$ cat src/rtl/irqc_pkg.sv
package irqc_pkg;
    localparam int unsigned NLVL = 4;
    typedef logic [1:0] lvl_t;

    function automatic logic [7:0] vec_of(input int unsigned idx, input int unsigned base,
                                          input int unsigned step);
        return 8'(base + step * idx);
    endfunction
endpackage

$ cat src/rtl/irqc_src_mux.sv
module irqc_src_mux #(
    parameter int unsigned NSRC     = 8,
    parameter int unsigned NSH      = 2,
    parameter logic [NSRC-1:0] PIN_MASK = 8'b1100_0101
) (
    input  logic [NSRC-1:0] irq_flag,
    input  logic [NSH-1:0]  alt_flag,
    input  logic [NSH-1:0]  alt_sel,
    input  logic [NSRC-1:0] src_en,
    output logic [NSRC-1:0] eff_flag,
    output logic [NSRC-1:0] eff_en,
    output logic [NSRC-1:0] clr_ok
);
    localparam int unsigned SH_BASE = NSRC - NSH;

    for (genvar i = 0; i < NSRC; i++) begin : g_slot
        if (i >= SH_BASE) begin : g_shared
            assign eff_flag[i] = alt_sel[i-SH_BASE] ? alt_flag[i-SH_BASE] : irq_flag[i];
            assign eff_en[i]   = alt_sel[i-SH_BASE] | src_en[i];
            assign clr_ok[i]   = PIN_MASK[i] & ~alt_sel[i-SH_BASE];
        end else begin : g_plain
            assign eff_flag[i] = irq_flag[i];
            assign eff_en[i]   = src_en[i];
            assign clr_ok[i]   = PIN_MASK[i];
        end
    end
endmodule

$ cat src/rtl/irqc_arbiter.sv
module irqc_arbiter #(
    parameter int unsigned NSRC = 8,
    localparam int unsigned IW  = $clog2(NSRC)
) (
    input  logic [NSRC-1:0]   pend,
    input  logic [NSRC-1:0]   prio_lo,
    input  logic [NSRC-1:0]   prio_hi,
    output logic              found,
    output logic [IW-1:0]     win_idx,
    output irqc_pkg::lvl_t    win_lvl
);
    always_comb begin
        found   = 1'b0;
        win_idx = '0;
        win_lvl = '0;
        for (int i = 0; i < NSRC; i++) begin
            if (pend[i] && (!found || {prio_hi[i], prio_lo[i]} > win_lvl)) begin
                found   = 1'b1;
                win_idx = IW'(i);
                win_lvl = {prio_hi[i], prio_lo[i]};
            end
        end
    end
endmodule

$ cat src/rtl/irq_vector_ctl.sv
module irq_vector_ctl #(
    parameter int unsigned NSRC     = 8,
    parameter int unsigned NSH      = 2,
    parameter int unsigned AW       = 8,
    parameter int unsigned VEC_BASE = 3,
    parameter int unsigned VEC_STEP = 8,
    parameter logic [NSRC-1:0] PIN_MASK = 8'b1100_0101
) (
    input  logic            clk,
    input  logic            rst_n,
    input  logic            mc_tick,
    input  logic            glb_en,
    input  logic [NSRC-1:0] src_en,
    input  logic [NSRC-1:0] prio_lo,
    input  logic [NSRC-1:0] prio_hi,
    input  logic [NSRC-1:0] irq_flag,
    input  logic [NSH-1:0]  alt_flag,
    input  logic [NSH-1:0]  alt_sel,
    input  logic            last_cyc,
    input  logic            is_reti,
    input  logic            is_ctl_wr,
    input  logic            call_ack,
    output logic            call_req,
    output logic [AW-1:0]   vec_addr,
    output logic [NSRC-1:0] flag_clr
);
    localparam int unsigned IW = $clog2(NSRC);
    localparam int unsigned NL = irqc_pkg::NLVL;

    typedef struct packed {
        logic [NSRC-1:0] samp;
        logic            call;
        logic [IW-1:0]   idx;
        irqc_pkg::lvl_t  lvl;
        logic            clr_ok;
        logic [NL-1:0]   isv;
        logic [NSRC-1:0] clr;
    } state_t;

    state_t s_d, s_q;

    logic [NSRC-1:0] eff_flag, eff_en, clr_ok;
    logic            found;
    logic [IW-1:0]   win_idx;
    irqc_pkg::lvl_t  win_lvl;

    irqc_src_mux #(.NSRC(NSRC), .NSH(NSH), .PIN_MASK(PIN_MASK)) mux_i (
        .irq_flag(irq_flag), .alt_flag(alt_flag), .alt_sel(alt_sel), .src_en(src_en),
        .eff_flag(eff_flag), .eff_en(eff_en), .clr_ok(clr_ok)
    );

    irqc_arbiter #(.NSRC(NSRC)) arb_i (
        .pend(s_q.samp & eff_en & {NSRC{glb_en}}),
        .prio_lo(prio_lo), .prio_hi(prio_hi),
        .found(found), .win_idx(win_idx), .win_lvl(win_lvl)
    );

    logic isv_block;
    always_comb begin
        isv_block = 1'b0;
        for (int l = 0; l < NL; l++) begin
            if (s_q.isv[l] && l >= int'(win_lvl)) isv_block = 1'b1;
        end
    end

    always_comb begin
        s_d     = s_q;
        s_d.clr = '0;
        if (s_q.call && call_ack) begin
            s_d.call           = 1'b0;
            s_d.isv[s_q.lvl]   = 1'b1;
            s_d.clr[s_q.idx]   = s_q.clr_ok;
        end
        if (mc_tick) begin
            s_d.samp = eff_flag;
            if (is_reti && last_cyc) begin
                for (int l = 0; l < NL; l++) begin
                    if (s_q.isv[l] && (s_q.isv >> (l + 1)) == '0) s_d.isv[l] = 1'b0;
                end
            end
            if (!s_q.call && found && !isv_block && last_cyc && !is_reti && !is_ctl_wr) begin
                s_d.call   = 1'b1;
                s_d.idx    = win_idx;
                s_d.lvl    = win_lvl;
                s_d.clr_ok = clr_ok[win_idx];
            end
        end
    end

    always_ff @(posedge clk or negedge rst_n) begin
        if (!rst_n) s_q <= '0;
        else        s_q <= s_d;
    end

    assign call_req = s_q.call;
    assign vec_addr = AW'(VEC_BASE + VEC_STEP * int'(s_q.idx));
    assign flag_clr = s_q.clr;
endmodule

$ cat config.mk
export PLATFORM = sky130hd
export DESIGN_NAME = irq_vector_ctl
export DESIGN_NICKNAME = d
export VERILOG_FILES = /design/src/rtl/irqc_pkg.sv /design/src/rtl/irqc_src_mux.sv /design/src/rtl/irqc_arbiter.sv /design/src/rtl/irq_vector_ctl.sv
export SDC_FILE = /design/constraint.sdc
export NUM_CORES = 1
export LEC_CHECK = 0
export BUFFER_PORTS_ARGS = -buffer_cell sky130_fd_sc_hd__buf_2
export CAP_MARGIN = 10
export CELL_PAD_IN_SITES_DETAIL_PLACEMENT = 1
export CELL_PAD_IN_SITES_GLOBAL_PLACEMENT = 1
export CORE_MARGIN = 10
export CORE_UTILIZATION = 43
export DETAILED_ROUTE_END_ITERATION = 16
export PLACE_DENSITY = 0.91
export SETUP_SLACK_MARGIN = 0.5
export SLEW_MARGIN = 20
export SYNTH_ARGS = -nofsm -noshare
export SYNTH_HDL_FRONTEND = slang
export SYNTH_HIERARCHICAL = 1
export SYNTH_SLANG_ARGS = --single-unit
$ cat constraint.sdc
create_clock -name clk -period 26.1 [get_ports clk]
set_input_delay 3.915 -clock clk [delete_from_list [all_inputs] [get_ports clk]]
set_output_delay 3.915 -clock clk [all_outputs]
set_load 0.1 [all_outputs]
==> summary.txt <==
Floorplanning
  – # rows: 26
  – Die Width: 92.73 um
  – Boundary pin count: 61
  – DIE AREA: approximately 0.0086 mm^2
  – Core area: 0.005107 mm^2
  – Die Span Y: around 93 um
  – Effective utilization at floorplan: approximately 45%

Clock tree
  – CTS sink count: 27
  – Setup Fix Bufs, Post-CTS: 0
  – Hold buffer count at cts: 0
  – # resized after CTS: 0
  – H-tree Lvls: 1
  – CTS tree: built
  – Bufs on Longest Clock Path: 2
  – Clk root buf: clkbuf_8
  – Num CTS Buffers: 3
  – Clock slew at reported path FFs: 0.10 ns
  – Later-pin clock latency in the skew report: between 0.2 and 0.3 ns

Yosys
  – Syn_area_per_cell: 9.361 um^2
  – Dominant cells by area after synthesis: dfrtp_1, buf_4, ha_1
  – Share of the synthesized area in the top cell type: 29.70%
  – Ys async rst share: 100.0%
  – Synth Warn #: 6
  – Cell taking the most area after synthesis: dfrtp_1
  – Seq/Total Area, Yosys: 29.70%
  – Synth cell types: 52
  – Number of synthesized flops with an enable pin: 0
  – Netlist Area Pre-Place: 0.002275 mm^2
  – Yosys reg bits: 27
  – Dominant synthesized flop cell: dfrtp_1
  – Synth Instances: 243

GRT
  – Largest net degree at the start of global routing: 28
  – First-pass GRT wire length: 9204 um
  – GRT overflow: 0
  – Vias in the first global route: 1964
  – GRT Util Overall: about an eighth
  – Initial antenna violation count: 0

Timing
  – Fin crit period: 13.28 ns
  – Final Hold Fails: 0
  – Tcrit/Tclk final: 50.86%
  – Final setup TNS: 0 ns
  – Pins Over Slew Limit: 0
  – Worst Tran Pin Value: about 0.61 ns
  – Setup repair after global routing missed its margin: no
  – Clock Skews: 0.006386 ns
  – Final setup fails: 0
  – Max_slew headroom: between 50% and 60%
  – Max Fclk: 75.33 MHz

Final layout
  – Share of cells above drive strength 1: 33.46%
  – Final net count: around 330
  – Finished layout cell area: 0.002439 mm^2
  – Fill count: 631
  – Area delta synth->final: 7.206%
  – Finished Layout Cells: 342
  – Register area: 675.6 um^2
  – Diode count: 0
  – Area of the multi-input gates: 0.001291 mm^2

Critical path
  – Worst Path Arrival: 13.45 ns
  – Peak fanout along the critical path: 8
  – Worst endpoint required time: 26.27 ns
  – Crit. End Element: register
  – Critical path class: input port to register
  – Slowest stage cell, crit path: mux4_1
  – Max incr delay on CP: 0.63 ns
  – Reg2Reg Depth: 45
  – Critical Path Start Type: input port

Power
  – Share of power burned in registers: 37.5%
  – Worst VDD drop: 0.03738 mV
  – Clock Power Share: 15.7%
  – Switch Pwr: 0.00006891 W
  – Pleak: 1.224 nW
  – Comb pwr share: 46.8%
  – Switch share: 44.52%
  – P_int: 0.00008589 W
  – PD cells: 63.48 mW/mm^2

Routing
  – Initial DRC Count: 59
  – Post-DRT Antenna Nets: 0
  – Via count: 1770
  – Drc violations: 0
  – Avg Vias per Cell: 5.175
  – Routed WL per cell: around 16 um
  – Routed Wire Length: 5505 um
  – Pre-Repair DR Iteration Count: 4

Run
  – Maxcap violations: 0

Place
  – Placed Cells: 338
  – Placer Congestion: 0.8045
  – I/O Buffers: 55
  – DP Wirelength: 4727 um
  – Placed instance area: 0.002390 mm^2

Hold path
  – Worst Hold Depth: 1
  – Worst min-delay path category: register to register

Run status
  – Status: finished, final reports clean
-- sequential cells by signal, indices dropped and copies added (netlist names) --
register and flops:
call_req 1, s_q 18, flag_clr 8
-- routing by layer --
metal  global-route usage, %  vias up  share of wire, %
li1                        -      879                 -
met1                   15.08      851                44
met2                   22.29       38                50
met3                   4.278        2               6.3
met4                   1.542        0              0.15
met5                       0        -                 0
-- through the flow --
| stage | setup slack [ns] | utilization (%) | hold slack, ns | power (W) |
|---|---|---|---|---|
| 6_report | 12.82 | 47.75 | 0.5099 | 0.0001548 |
| 5_1_grt | 11.81 | 47.75 | 0.5372 | 0.0001656 |
| 4_1_cts | 12.72 | 47.75 | 0.5121 | 0.0001566 |
| 3_5_place_dp | 12.48 | 46.79 | 0.4902 | 0.0001320 |
| 3_3_place_gp | 12.87 | 46.79 | 0.4813 | 0.0001280 |
| 2_1_floorplan | 13.74 | - | 0.4498 | 0.0001195 |
-- critical path, delay by kind of cell --
kind	cells	cell delay (ns)
AO/OA/AOI/OAI	19	3.89
AND/OR/NAND/NOR	13	1.96
adder cells (fa/ha/maj)	7	1.85
multiplexers	4	1.56
buffers and inverters	3	0.26
-- logic make-up after synthesis --
logic type / share of synthesized area (%)
muxes: 12.16
AOI/OAI and AO/OA: 16.67
and+or+nand+nor: 18.43
DFF: 29.70
other: 0.6599
adders and majority gates: 7.701
buffers and inverters: 14.69
-- synthesized netlist by cell type, types with 4 or more instances --
| master | instances |
|---|---|
| nand2_1 | 16 |
| nand3_1 | 6 |
| o21ai_0 | 10 |
| o211ai_1 | 4 |
| conb_1 | 4 |
| nand2b_1 | 5 |
| nor2_1 | 11 |
| mux2_2 | 15 |
| inv_1 | 15 |
| buf_4 | 36 |
| ha_1 | 14 |
| nor2b_1 | 10 |
| and3_1 | 9 |
| dfrtp_1 | 27 |
-- worst paths after layout --
kind | start | to | slack [ns]
setup reg to reg | s_q[19] | s_q[12] | 16.27
hold / removal | s_q[20] | s_q[20] | 0.51
max in group asynchronous | rst_n | s_q[24] | 22.06
min in group asynchronous | rst_n | s_q[9] | 3.64
hold reg to reg | s_q[20] | s_q[20] | 0.51
setup / recovery | glb_en | s_q[12] | 12.82
-- final cells by class --
class | count | share of cell area [%]
repair buffers | 55 | 11.29
well taps | 70 | 3.592
multi-input cells | 170 | 52.95
clock inverters | 1 | 0.3079
inverters | 16 | 2.463
clock buffers | 3 | 1.693
flip-flops and latches | 27 | 27.71
-- power by group through the flow --
stage | combinational [W] | sequential, W | clock, W
after floorplan | 0.0000627 | 0.0000568 | 0
after global placement | 0.0000700 | 0.0000580 | 0
after detailed placement | 0.0000733 | 0.0000587 | 0
after CTS | 0.0000735 | 0.0000579 | 0.0000252
after global routing | 0.0000791 | 0.0000597 | 0.0000267
final | 0.0000725 | 0.0000580 | 0.0000243
-- layout by cell type, fill, tap and decap left out, types with 3 or more instances in the layout --
| cell type | n |
|---|---|
| nor2b_1 | 10 |
| buf_2 | 55 |
| nand2_1 | 16 |
| conb_1 | 11 |
| and2_1 | 3 |
| a21oi_1 | 3 |
| nand2b_1 | 5 |
| o31ai_1 | 3 |
| mux2_2 | 15 |
| nor3_1 | 3 |
| nor2_1 | 11 |
| o211ai_1 | 4 |
| and3_1 | 9 |
| inv_1 | 15 |
| o21ai_0 | 10 |
| ha_1 | 14 |
| o21ai_1 | 3 |
| clkbuf_8 | 3 |
| mux2_4 | 3 |
| dfrtp_1 | 27 |
| or2_1 | 3 |
| nand3_1 | 6 |
Power figures use the tool's default switching activity.
